--- config.mk ---
export PLATFORM = sky130hd
export DESIGN_NAME = serial_prom_access
export DESIGN_NICKNAME = d
export VERILOG_FILES = /design/src/rtl/serial_prom_access.sv
export SDC_FILE = /design/constraint.sdc
export NUM_CORES = 1
export LEC_CHECK = 0
export BUFFER_PORTS_ARGS = -buffer_cell sky130_fd_sc_hd__buf_2
export CAP_MARGIN = 30
export CORE_UTILIZATION = 30
export CTS_BUF_LIST = sky130_fd_sc_hd__clkbuf_16
export CTS_CLUSTER_DIAMETER = 30
export DETAILED_ROUTE_END_ITERATION = 16
export RECOVER_POWER = 25
export SYNTH_ARGS = -nofsm -noshare
export SYNTH_HDL_FRONTEND = slang
export SYNTH_SLANG_ARGS = --single-unit
--- constraint.sdc ---
create_clock -name clk -period 2.96 [get_ports clk]
set_clock_uncertainty 0.15 [all_clocks]
set_input_delay 0 -clock clk [delete_from_list [all_inputs] [get_ports clk]]
set_output_delay 0 -clock clk [all_outputs]
set_load 0.01 [all_outputs]
--- src/rtl/serial_prom_access.sv ---
module serial_prom_access #(
  parameter int CLK_MHZ   = 250,
  parameter int SETTLE_NS = 800
) (
  input  logic       clk,
  input  logic       rst_n,
  input  logic       wr_en,
  input  logic [7:0] wr_data,
  output logic [7:0] rd_data,
  input  logic       port_busy,
  output logic       port_grant,
  output logic       prom_cs,
  output logic       prom_sck,
  output logic       prom_mosi,
  input  logic       prom_miso
);

  localparam int SETTLE_CYC = (CLK_MHZ * SETTLE_NS + 999) / 1000;
  localparam int CW         = $clog2(SETTLE_CYC + 1);

  logic          req_q, own_q, cs_q, ck_q, do_q;
  logic          din_s1, din_s2;
  logic [CW-1:0] settle_q;
  logic          ready, wr_req, wr_rel;

  assign wr_req = wr_en &  wr_data[5];
  assign wr_rel = wr_en & ~wr_data[5];
  assign ready  = own_q && (settle_q == '0);

  always_ff @(posedge clk) begin
    if (!rst_n) begin
      req_q    <= 1'b0;
      own_q    <= 1'b0;
      cs_q     <= 1'b0;
      ck_q     <= 1'b0;
      do_q     <= 1'b0;
      settle_q <= '0;
    end else begin
      if (wr_en) begin
        req_q <= wr_data[5];
        cs_q  <= wr_data[5] & wr_data[3];
        ck_q  <= wr_data[5] & wr_data[2];
        do_q  <= wr_data[5] & wr_data[1];
      end
      if (wr_rel)
        own_q <= 1'b0;
      else if (req_q && !own_q && !port_busy)
        own_q <= 1'b1;
      if (wr_rel)
        settle_q <= '0;
      else if (wr_req && own_q)
        settle_q <= CW'(SETTLE_CYC);
      else if (settle_q != '0)
        settle_q <= settle_q - 1'b1;
    end
  end

  always_ff @(posedge clk) begin
    if (!rst_n) begin
      din_s1 <= 1'b0;
      din_s2 <= 1'b0;
    end else begin
      din_s1 <= prom_miso;
      din_s2 <= din_s1;
    end
  end

  assign port_grant = own_q;
  assign prom_cs    = own_q & cs_q;
  assign prom_sck   = own_q & ck_q;
  assign prom_mosi  = own_q & do_q;
  assign rd_data    = {2'b00, req_q, ready, cs_q, ck_q, do_q, own_q & din_s2};

  assert_grant_idle_R2: assert property (@(posedge clk) disable iff (!rst_n)
    $rose(port_grant) |-> !$past(port_busy));

  assert_grant_ready_R3: assert property (@(posedge clk) disable iff (!rst_n)
    $rose(port_grant) |-> rd_data[4]);

  assert_settle_drop_R5: assert property (@(posedge clk) disable iff (!rst_n)
    (wr_req && port_grant) |=> !rd_data[4]);

  assert_release_R8: assert property (@(posedge clk) disable iff (!rst_n)
    wr_rel |=> (!port_grant && !prom_cs && !prom_sck));

  assert_sync_R9: assert property (@(posedge clk) disable iff (!rst_n)
    port_grant |-> (rd_data[0] == $past(prom_miso, 2)));

  assert_hold_R11: assert property (@(posedge clk) disable iff (!rst_n)
    (port_grant && !wr_rel) |=> port_grant);

endmodule

# --- Word level (Yosys, flattened, before mapping) ---
# Index checks and enable logic that the tools add are counted.
op_classes:
  bitwise: 11
  addsub: 1
  mux: 2
  reduce_logical: 11
op_table:
  columns: ["op", "n"]
  rows:
  - ["8-bit two-way mux", 2]
  - ["1-bit AND", 9]
  - ["8-bit logical NOT", 1]
  - ["8-bit nonzero test", 1]
  - ["8-bit by 1-bit subtractor with 8-bit output (second input constant)", 1]
  - ["1-bit logical AND", 4]
  - ["3-bit OR reduction", 1]
  - ["1-bit logical NOT", 2]
  - ["1-bit inverter", 2]
  - ["2-bit nonzero test", 1]
  - ["2-bit OR reduction", 1]
totals:
  regBits: 15
  word_cells: 34
  out_inout_bits: 12

# --- Longest topological paths before layout ---
# Gate-level depths: netlist of the first run.
logic_depth:
  ltp_word: 3
  ltp_mapped: 6

# --- Worst setup path after synthesis of the first run ---
# No wires, ideal clock.
synth_path:
  path_kind: "flip-flop to flip-flop"
  startpoint: "register settle_q[0]"
  endpoint: "register settle_q[3]"
  arrival_ps: 1385
  period_less_slack_ps: 1609
  stages_incl_launch_ff: 7
  n_path_buf: 0
  slack_ps: 1351
  path_cell_list: "dfxtp_1 -> inv_1 -> ha_1 -> nor3b_1 -> and2_1 -> or3_1 -> a31oi_1"
synth_between:
  elab_chain_len: 3
  word_cells_on_any_way: 5
synth_rtl:
  columns: ["element", "line_no", "source"]
  rows:
  - ["from (decl)", "23", "logic [CW-1:0] settle_q;"]
  - ["from (signal assigned)", "52", "settle_q <= CW'(SETTLE_CYC);"]
  - ["from (signal assigned)", "54", "settle_q <= settle_q - 1'b1;"]
  - ["8-bit by 1-bit subtractor with 8-bit output", "54", null]
  - ["8-bit two-way mux", "53", "else if (settle_q != '0)"]
  - ["8-bit two-way mux", "51", "else if (wr_req && own_q)"]
# Parallel ways exist; a longest one is shown, timed or not. The select of a mux whose other input is x is not followed.
# A chain may end at the register's enable or synchronous reset.

==> key figures, run 1 <==
Route
  • Met1 wire length: ~710 um
  • Drt initial violations: 8
  • Avg Vias per Cell: roughly 4.3
  • TritonRoute pass-1 iters: 3
  • Drt drc: 0
  • Routed wl met3: 83 um
  • Routed wire length on met2: 707 um
  • Avg WL per Cell: ~10 um
  • Post-Route WL: around 1500 um
  • Top sig layer: met3
  • ANT nets after route: 0
  • Via count: 625

Timing
  • Setup Viol. Count Final: 0
  • Final min period: 1990 ps
  • Achievable frequency: 503 MHz
  • Hold Fails Final Rpt: 0
  • Tcrit/Tclk final: approximately two thirds
  • Post-route setup TNS: 0 ps
  • Fin worst setup slack: 970 ps
  • RSZ-0062 raised after global routing: false
  • Slew Limit Fails: 0

Setup path
  • Worst Setup SP: wr_en
  • Crit Path Class: input port to register
  • Critical Path Max Stage Delay: between 500 and 600 ps
  • R2R depth: 6
  • Arrival @ worst endpoint: roughly 2000 ps
  • Crit path cell chain: dlygate4sd3_1, buf_2, nand3_1, dlygate4sd3_1, a21boi_1, dlygate4sd3_1
  • R2R Path Start: settle_q[0]$_SDFFE_PP0P_
  • R2r endpoint: settle_q[3]$_SDFFE_PP0P_
  • Startpoint Class: input port
  • CP max stage cell: dlygate4sd3_1
  • CP dominant cell by count: dlygate4sd3_1
  • CP Capture Type: register
  • FF-to-FF setup slack: ~1200 ps
  • WP data required: 3000 ps
  • Worst-path maximum fanout: 6

CTS
  • Clk root buf: clkbuf_16
  • CTS tree: built
  • Clk_lat worst skew: 240 ps
  • Worst-path clk slew: 50 ps
  • H-tree depth: 1
  • CTS buffer count: 3
  • Postcts setup bufs: 0
  • Bufs on Longest Clock Path: 2
  • Sink Count: 15

Layout
  • Final Non-Filler Cells: 144
  • Nets: approximately 130
  • Layout cells sized above 1: between 15 and 20%
  • Diode count: 0
  • Area Overhead vs Synth: 43.8%
  • Finished Cell Area: 0.00105 mm^2

Die
  • Initial Util: between 30% and 40%
  • Chip width: about 50 um
  • Die span in y: around 51 um
  • Die Footprint: 0.00263 mm^2
  • Io pins: 25
  • Row count: 17
  • Core region area: 0.00225 mm^2

Yosys
  • Synth area leader: dfxtp_1
  • Warnings, synthesis: 0
  • Seq cells post-synth: 15
  • Synthesized area per cell: 8.77 um^2
  • Ranking of synthesized cells by area: dfxtp_1, buf_4, and2_1
  • Most frequent cell after synthesis: dfxtp_1
  • Cells after Synth: 83
  • Netlist cell types: 28
  • Post-synth top area share: 41.2%
  • Commonest cells in the synthesized netlist: dfxtp_1, nor2_1, and2_1, buf_4, nand2_1
  • Sequential fraction of the synthesis area: 41.2%
  • Synth Flop Type: dfxtp_1
  • Netlist Area Pre-Place: approximately 730 um^2
  • EDFF count, synth: 0
  • Async SR Flop Fraction: 0%

Power and ir drop
  • Pwr dens: just over 800 mW/mm^2
  • Static leakage: 0.457 nW
  • Maximum vdd drop: 0.000475 V

Hold path
  • HP Start: din_s1$_SDFF_PN0_
  • Worst hold endpoint: din_s2$_SDFF_PN0_
  • Hold path cells: 1
  • Hold Crit Class: register to register

GRT
  • GR Util All Layers: ~14%
  • Initial antenna violation count: 0
  • Vias in the first global route: 655
  • GRT Residual Overflow: 0
  • Pin count of the biggest net entering global routing: 10
  • First-pass GRT wire length: 2730 um

Placed design
  • Placed inst area: 805 um^2
  • DP Cell Count: 123
  • RD Place Congestion: 0.741
  • Port Buffer Count: 18
  • DP Wirelength: 940 um
  • Dpl ws: 1240 ps

Run
  • Max Cap Violations: 0

Run status
  • Status: finished clean
## how the worst max path moves through the flow
| stage | end | slack (ps) |
|---|---|---|
| 3_3_place_gp | settle_q[3]$_SDFFE_PP0P_ | 1250 |
| 2_1_floorplan | settle_q[3]$_SDFFE_PP0P_ | 1350 |
| 6_report | do_q$_SDFFE_PN0P_ | 970 |
| 4_1_cts | do_q$_SDFFE_PN0P_ | 1020 |
| 3_5_place_dp | settle_q[3]$_SDFFE_PP0P_ | 1240 |
| 5_1_grt | do_q$_SDFFE_PN0P_ | 860 |
## kinds of logic (layout without fill, tap and decap cells)
group	Yosys count	count (layout)	share of synthesized area, %
other cells	1	2	0.515
compound gates	12	12	11.3
xor+xnor	5	5	6.01
simple gates	35	35	26.3
flops	15	15	41.2
mux	1	1	1.37
buf+inv	12	44	9.79
fa+ha+maj	2	2	3.44
## power breakdown
part / leakage [nW] / internal, mW / total, mW / switching, mW
registers: 0.123 / 0.244 / 0.281 / 0.0377
logic: 0.293 / 0.170 / 0.324 / 0.154
clock network: 0.0409 / 0.180 / 0.262 / 0.0818
total: 0.457 / 0.594 / 0.867 / 0.273
## worst max-delay path: cells and delay by family
kind                   cells  cell delay [ps]
AOI/OAI and AO/OA          1              140
buffers and inverters      4             1810
and+or+nand+nor            1               80
## registers in the layout, summed over array words and instances, names as in the netlist
| signal | count |
|---|---|
| ck_q | 1 |
| cs_q | 1 |
| din_s1 | 1 |
| din_s2 | 1 |
| do_q | 1 |
| port_grant | 1 |
| req_q | 1 |
| settle_q | 8 |
## final cells by class
cell class	instances	area, um^2
repair buffers	35	253
inverters	5	18.8
flip-flops and latches	15	300
fillers	242	1210
well taps	28	35.0
clock buffers	3	75.1
clock inverters	1	5.00
multi-input cells	57	360
## repair_timing
action / CTS / global route
setup endpoints to repair: 0 / 0
resized for setup: 0 / 0
hold buffers: 17 / 0
hold endpoints to repair: 10 / 0
## placed cells by master (no fill, tap or decap)
cell type      netlist  routed
and3_1               1       1
a211oi_2             1       1
or4_4                1       1
xnor2_1              4       4
nor2b_1              2       2
dlygate4sd3_1        0      17
o21ai_2              1       1
dfxtp_1             15      15
nor4_2               1       1
o21ai_0              1       1
clkbuf_16            0       3
mux2i_1              1       1
nor3_1               1       1
inv_1                5       5
a211oi_1             1       1
ha_1                 2       2
nor2_1               8       8
or3_1                1       1
or3_2                1       1
xor2_1               1       1
conb_1               1       2
buf_2                0      12
clkinv_2             0       1
a21boi_1             3       3
nand3_1              4       4
clkbuf_1             0       6
or2_1                1       1
a21oi_1              4       4
nand2_1              6       6
nor3b_1              1       1
and2_1               7       7
a31oi_1              1       1
## per-layer routing
metal / up-vias / track usage, %
li1: 332 / -
met1: 274 / 15.8
met2: 19 / 25.2
met3: 0 / 5.65
met4: 0 / 2.70
met5: - / 0
## through the flow
stage	power [mW]	hold slack (ps)	utilization, %
after floorplan	0.545	-29.3	-
after global placement	0.589	56.3	35.7
after detailed placement	0.594	59.2	35.7
after CTS	0.878	292	46.8
after global routing	0.937	328	46.4
final	0.867	296	46.4
Power figures use the tool's default switching activity.
==> inputs of run 2 (changes only) <==
--- a/config.mk
+++ b/config.mk
@@ -5,6 +5,7 @@
 export SDC_FILE = /design/constraint.sdc
 export NUM_CORES = 1
 export LEC_CHECK = 0
+export ABC_AREA = 1
 export BUFFER_PORTS_ARGS = -buffer_cell sky130_fd_sc_hd__buf_2
 export CAP_MARGIN = 30
 export CORE_UTILIZATION = 30
==> constraint.sdc (replaced) <==
create_clock -name clk -period 2 [get_ports clk]
set_clock_uncertainty 0.15 [all_clocks]
set_input_delay 0 -clock clk [delete_from_list [all_inputs] [get_ports clk]]
set_output_delay 0 -clock clk [all_outputs]
set_load 0.01 [all_outputs]
==> run 2 against run 1 <==
Worst hold slack worse by 22 ps. Sequential share of layout area fell by 1.2 points. Largest cell class unchanged. Synthesized area is 10% higher.
==> key figures, run 2 <==
Layout
  • Most common cell after layout, fill and taps aside: nand2_1
  • Diode count: 0 (unchanged)
  • Layout fillers: 250 (+3.3%)
  • Multi-input logic area: 360 um^2 (unchanged)
  • Nets: 165 (+25%)
  • Commonest cells after routing, fill and taps aside: nand2_1, inv_1, dfxtp_1, dlygate4sd3_1, nor2_1
  • Most flops, register: settle_q
  • Seq. cell area: 300 um^2 (unchanged)
  • Area Overhead vs Synth: 36.1%
  • Layout cells sized above 1: 16.1% (-2.0 points)
  • Largest register FFs: 8 (unchanged)

CTS
  • Clk root buf: clkbuf_16
  • H-tree depth: 1 (unchanged)
  • Worst-path clk slew: 50 ps (about the same)
  • Clk_lat worst skew: 240 ps (about the same)
  • Bufs on Longest Clock Path: 2 (unchanged)
  • Postcts setup bufs: 0 (unchanged)
  • Sink Count: 15 (unchanged)
  • CTS buffer count: 3 (unchanged)
  • CTS tree: built

Run status
  • Status: finished clean

Power and ir drop
  • Pwr dens: 1470 mW/mm^2 (+77%)
  • Static leakage: 0.591 nW (+29%)
  • Clock network fraction of total power: 23.2% (-7.0 points)
  • Gate power share: 47.9% (+11 points)
  • Pint: 946 uW (+59%)
  • Maximum vdd drop: 0.000802 V (+69%)
  • Psw: 659 uW (+140%)
  • Switching Fraction: 41.0% (+9.5 points)
  • Reg power frac: 28.9% (-3.5 points)

Yosys
  • EDFF count, synth: 0 (unchanged)
  • Seq cells post-synth: 15 (unchanged)
  • Netlist cell types: 18 (-36%)
  • Synth Flop Type: dfxtp_1
  • Synthesized area per cell: 6.75 um^2 (-23%)
  • Warnings, synthesis: 0 (unchanged)
  • Netlist Area Pre-Place: 803 um^2 (+10%)
  • Synth area leader: dfxtp_1
  • Post-synth top area share: 37.4% (-3.9 points)
  • Async SR Flop Fraction: 0% (unchanged)
  • Cells after Synth: 119 (+43%)
  • Ranking of synthesized cells by area: dfxtp_1, nand2_1, inv_1
  • Sequential fraction of the synthesis area: 37.4% (-3.9 points)
  • Commonest cells in the synthesized netlist: nand2_1, inv_1, dfxtp_1, nor2_1, a21oi_1
  • Most frequent cell after synthesis: nand2_1

Timing
  • Setup Viol. Count Final: 0 (unchanged)
  • Tcrit/Tclk final: 80.0%
  • Post-route setup TNS: 0 ps (unchanged)
  • RSZ-0062 raised after global routing: false
  • Hold Fails Final Rpt: 0 (unchanged)
  • Final min period: ~1600 ps
  • Achievable frequency: 625 MHz
  • Slew Limit Fails: 0 (unchanged)
  • Final Hold Slack: 274 ps (-21.9 ps)

Die
  • Initial Util: 32.1% (-0.17 points)
  • Io pins: 25 (unchanged)
  • Row count: 18 (+1)
  • Core region area: 0.00250 mm^2 (+11%)
  • Die span in y: 53.7 um (+4.8%)
  • Chip width: 53.7 um (+4.8%)
  • Die Footprint: 0.00289 mm^2 (+9.9%)

GRT
  • Pin count of the biggest net entering global routing: 9 (-1)
  • GRT Residual Overflow: 0 (unchanged)
  • GR Util All Layers: 13.6% (-0.50 points)
  • Vias in the first global route: 744 (+14%)
  • Initial antenna violation count: 0 (unchanged)
  • First-pass GRT wire length: 2800 um (+2.5%)

Setup path
  • CP Capture Type: register
  • Crit path cell chain: dlygate4sd3_1, buf_2, inv_1, o21ai_2, nor2_1, dlygate4sd3_1
  • Buf/Inv on CP: 4 (unchanged)
  • CP dominant cell by count: dlygate4sd3_1
  • CP top delay family: buffers and inverters
  • Worst Setup SP: wr_en
  • CP max stage cell: dlygate4sd3_1
  • Critical Path Max Stage Delay: 550 ps (about the same)
  • WP data required: 1980 ps (-1020 ps)
  • Arrival @ worst endpoint: 1580 ps (-450 ps)
  • Crit Path Class: input port to register
  • R2R Path Start: settle_q[0]$_SDFFE_PP0P_
  • Worst-path maximum fanout: 5 (-1)
  • Startpoint Class: input port

Route
  • Post-Route WL: 1680 um (+12%)
  • Avg Vias per Cell: 4.30 (-1.0%)
  • Avg WL per Cell: 9.36 um (-9.9%)
  • TritonRoute pass-1 iters: 4 (+1)
  • ANT nets after route: 0 (unchanged)
  • Via count: 769 (+23%)
  • Drt initial violations: 16 (+8)
  • Drt drc: 0 (unchanged)

Run
  • Max Cap Violations: 0 (unchanged)

Hold path
  • HP Start: din_s1$_SDFF_PN0_
  • Hold Crit Class: register to register

Placed design
  • DP Wirelength: 1170 um (+25%)
  • Port Buffer Count: 18 (unchanged)
  • RD Place Congestion: 0.838 (+13%)
run 2: changes by cell type in the layout (fill, tap and decap cells not counted), moves of 3 or more:
cell / delta
a21boi_1: -3
a21oi_1: +6
and2_1: -7
dlygate4sd3_1: -3
inv_1: +21
nand2_1: +21
nor2_1: +5
xnor2_1: -4
run 2: layer usage:
| metal | wire, um | vias up | GRT usage, % | share of wire (%) |
|---|---|---|---|---|
| met3 | 68 | 4 | 2.54 | 4.1 |
| met1 | 745 | 334 | 13.7 | 44 |
| met4 | 29 | 0 | 8.77 | 1.7 |
| met2 | 832 | 20 | 25.3 | 50 |
| li1 | - | 411 | - | - |
| met5 | 0 | - | 0 | 0 |
run 2: final timing paths:
path	to	slack [ps]	depth (start not counted)
worst max-delay path	port_grant$_SDFFE_PP0P_	400	6
worst max register to register	settle_q[7]$_SDFFE_PP0P_	590	7
worst min-delay path	din_s2$_SDFF_PN0_	270	2
worst min register to register	din_s2$_SDFF_PN0_	270	2
run 2: power by group through the flow:
stage,logic [mW],registers (mW),clock network [mW]
4_1_cts,0.773,0.462,0.381
6_report,0.770,0.464,0.372
3_5_place_dp,0.750,0.467,0
5_1_grt,0.882,0.473,0.397
3_3_place_gp,0.739,0.462,0
2_1_floorplan,0.635,0.447,0
run 2: area by class of cell:
cell class | instances | area share (%)
Tap cell | 30 | 3.43
Sequential cell | 15 | 27.5
Inverter | 25 | 8.58
Timing Repair Buffer | 32 | 20.4
Clock buffer | 3 | 6.86
Multi-Input combinational cell | 73 | 33.0
Clock inverter | 1 | 0.343
run 2: cells by family (layout without fill, tap and decap cells):
| group | after synthesis | count (layout) | share of synthesized area, % |
|---|---|---|---|
| and+or+nand+nor | 53 | 53 | 29.4 |
| adders and majority gates | 2 | 2 | 3.11 |
| AOI/OAI and AO/OA | 15 | 15 | 10.3 |
| buffers and inverters | 32 | 61 | 18.2 |
| xor gates and xnor gates | 1 | 1 | 1.09 |
| DFF | 15 | 15 | 37.4 |
| other | 1 | 2 | 0.467 |
run 2: timing repair:
| action | in CTS | in global routing |
|---|---|---|
| hold buffers | 14 | 0 |
| endpoints found under the hold margin | 9 | 0 |
| gates resized for setup | 0 | 0 |
run 2: stage by stage:
step | area, um^2 | cells | util, % | total power, mW | setup slack [ps]
floorplan | 807 | 120 | - | 1.08 | 736
global placement | 882 | 161 | 35.3 | 1.20 | 639
detailed placement | 882 | 161 | 35.3 | 1.22 | 607
CTS | 1100 | 179 | 44.0 | 1.61 | 409
global route | 1090 | 179 | 43.7 | 1.75 | 308
finish | 1090 | 179 | 43.7 | 1.60 | 399
run 2: worst register-to-register path, stage by stage, from the launching register on:
cell and delay (ps):
dfxtp_1 320, inv_1 120, ha_1 240, nand2_2 90
nor2_4 140, inv_1 80, nand3_1 90, a21oi_1 60
==> inputs of run 3 (changes only) <==
==> constraint.sdc (replaced) <==
create_clock -name clk -period 1.4 [get_ports clk]
set_clock_uncertainty 0.15 [all_clocks]
set_input_delay 0 -clock clk [delete_from_list [all_inputs] [get_ports clk]]
set_output_delay 0 -clock clk [all_outputs]
set_load 0.01 [all_outputs]
==> run 3 against run 2 <==
Die area unchanged. Sequential share of layout area down 0.89 points. Clock-buffer cell count unchanged. Flip-flop and latch count unchanged. Worst hold slack worse by 230 ps. Combinational power up 68%. Cell count unchanged. Critical path depth down 1. Clock power up 49%. Sequential power up 46%. Via count up 1.0%. Register-to-register slack worse by 500 ps.
==> key figures, run 3 (synthesis results as in run 2) <==
Run status
  • Status: finished clean

Timing
  • Slew Limit Fails: 0 (unchanged)
  • Hold Fails Final Rpt: 0 (unchanged)
  • Tcrit/Tclk final: around 97%
  • Post-route setup TNS: 0 ps (unchanged)
  • Achievable frequency: 737 MHz
  • Final Hold Slack: 43.8 ps (-230 ps)
  • Setup Viol. Count Final: 0 (unchanged)
  • Final min period: ~1400 ps

Setup path
  • Critical path depth in cells: 5 (-1)
  • CP dominant cell by count: dlygate4sd3_1
  • Critical Path Max Stage Delay: 550 ps (about the same)
  • CP max stage cell: dlygate4sd3_1
  • CP top delay family: buffers and inverters
  • R2R depth: 3 (-4)
  • R2r endpoint: ck_q$_SDFFE_PN0P_
  • FF-to-FF setup slack: 90 ps (-500 ps)
  • Crit path cell chain: dlygate4sd3_1, buf_4, inv_2, a21oi_1, dlygate4sd3_1
  • CP Capture Type: register
  • Worst Setup SP: rst_n
  • Startpoint Class: input port
  • R2R Path Start: ck_q$_SDFFE_PN0P_
  • Buf/Inv on CP: 4 (unchanged)
  • Arrival @ worst endpoint: 1340 ps (-240 ps)
  • Crit Path Class: input port to register
  • WP data required: 1380 ps (-600 ps)
  • Worst setup path endpoint: do_q$_SDFFE_PN0P_
  • Worst-path maximum fanout: 4 (-1)

Layout
  • Most flops, register: settle_q
  • Diode count: 0 (unchanged)
  • Layout cells sized above 1: 26.8% (+11 points)
  • Layout fillers: 248 (-0.80%)
  • Commonest cells after routing, fill and taps aside: nand2_1, inv_1, dfxtp_1, buf_2, dlygate4sd3_1
  • Most common cell after layout, fill and taps aside: nand2_1
  • Nets: 165 (unchanged)
  • Area Overhead vs Synth: 41.3%
  • Largest register FFs: 8 (unchanged)
  • Finished Core Util: 45.4% (+1.7 points)
  • Final Non-Filler Cells: 179 (unchanged)

Route
  • Drt initial violations: 18 (+2)
  • Avg Vias per Cell: 4.34 (+1.0%)
  • TritonRoute pass-1 iters: 4 (unchanged)
  • Drt drc: 0 (unchanged)
  • Post-Route WL: 1830 um (+9.2%)
  • ANT nets after route: 0 (unchanged)
  • Avg WL per Cell: 10.2 um (+9.2%)
  • Via count: 777 (+1.0%)

Placed design
  • DP Cell Count: 162 (+0.62%)
  • Port Buffer Count: 18 (unchanged)
  • RD Place Congestion: 0.868 (+3.5%)
  • DP Wirelength: 1240 um (+6.0%)

CTS
  • Clk_lat worst skew: 250 ps (about the same)
  • Sink Count: 15 (unchanged)
  • H-tree depth: 1 (unchanged)
  • Bufs on Longest Clock Path: 2 (unchanged)
  • Clk root buf: clkbuf_16
  • CTS buffer count: 3 (unchanged)
  • CTS tree: built
  • Worst-path clk slew: 50 ps (about the same)

GRT
  • Vias in the first global route: 732 (-1.6%)
  • Pin count of the biggest net entering global routing: 10 (+1)
  • Initial antenna violation count: 0 (unchanged)
  • GR Util All Layers: 14.6% (+0.92 points)
  • GRT Residual Overflow: 0 (unchanged)
  • First-pass GRT wire length: 2860 um (+2.2%)

Power and ir drop
  • Total chip power: 2.52 mW (+57%)
  • Pint: 1.46 mW (+54%)
  • Psw: 1.06 mW (+62%)
  • Switching Fraction: 42.2% (+1.2 points)
  • Static leakage: 0.602 nW (+1.7%)
  • Pwr dens: 2220 mW/mm^2 (+51%)
  • Clock network fraction of total power: 22.1% (-1.1 points)
  • Maximum vdd drop: 0.00119 V (+48%)
  • Gate power share: 51.0% (+3.1 points)
  • Reg power frac: 26.9% (-2.0 points)

Die
  • Die span in y: 53.7 um (unchanged)
  • Io pins: 25 (unchanged)
  • Initial Util: 32.1% (unchanged)
  • Core region area: 0.00250 mm^2 (unchanged)
  • Row count: 18 (unchanged)
  • Die Footprint: 0.00289 mm^2 (unchanged)
  • Chip width: 53.7 um (unchanged)

Run
  • Max Cap Violations: 0 (unchanged)

Hold path
  • Hold Crit Class: input port to register
## run 3: cell types whose count changed in the layout (fill, tap and decap cells not counted), sizes merged
cell         change
clkinv           +1
buf              +5
dlygate4sd3      -2
clkbuf           -3
inv              -1
## run 3: cell type report
cell class	count	area, um^2	share of cell area, %
clock buffer	3	75.1	6.62
clock inverter	1	5.00	0.441
inverter	25	93.8	8.27
multi-input combinational	73	398	35.1
sequential	15	302	26.6
tap	30	37.5	3.31
timing repair buffer	32	224	19.7
## run 3: how the worst min path moves through the flow
stage          startpoint  slack [ps]  depth (start not counted)            endpoint
2_1_floorplan       rst_n         -60                          2   din_s1$_SDFF_PN0_
3_3_place_gp    prom_miso          30                          3   din_s1$_SDFF_PN0_
3_5_place_dp    prom_miso          40                          3   din_s1$_SDFF_PN0_
4_1_cts             wr_en          50                          4  req_q$_SDFFE_PN0P_
5_1_grt             wr_en         100                          4  req_q$_SDFFE_PN0P_
6_report            wr_en          40                          4  req_q$_SDFFE_PN0P_
## run 3: stage by stage
| stage | instance area, um^2 | worst slack, ps |
|---|---|---|
| after global placement | 890 | 41.2 |
| after CTS | 1100 | -15.5 |
| after detailed placement | 890 | 16.8 |
| after floorplan | 807 | 136 |
| after global routing | 1130 | -3.49 |
| final | 1130 | 42.9 |
## run 3: power by group through the flow
stage	sequential, mW	combinational [mW]	clock [mW]
floorplan	0.638	0.908	0
global placement	0.660	1.06	0
global route	0.688	1.44	0.592
detailed placement	0.661	1.08	0
finish	0.679	1.29	0.556
CTS	0.658	1.17	0.572
## run 3: worst register-to-register path, stage by stage (launching register included)
cell and delay (ps):
dfxtp_1 340, nand2_1 70, a21oi_1 140, dlygate4sd3_1 550
## run 3: repair_timing
item,4_1_cts,5_1_grt
gates resized for setup,2,13
hold buffers,12,0
buffers inserted,1,0
pin swaps,2,2
endpoints found under the setup margin,2,9
hold endpoints to repair,9,0
## run 3: routing by layer
layer,GRT usage (%),part of all wire [%],vias up
met5,0,0,-
met4,9.21,2.6,0
met3,5.08,3.3,5
met2,25.3,49,17
met1,14.6,45,348
li1,-,-,407
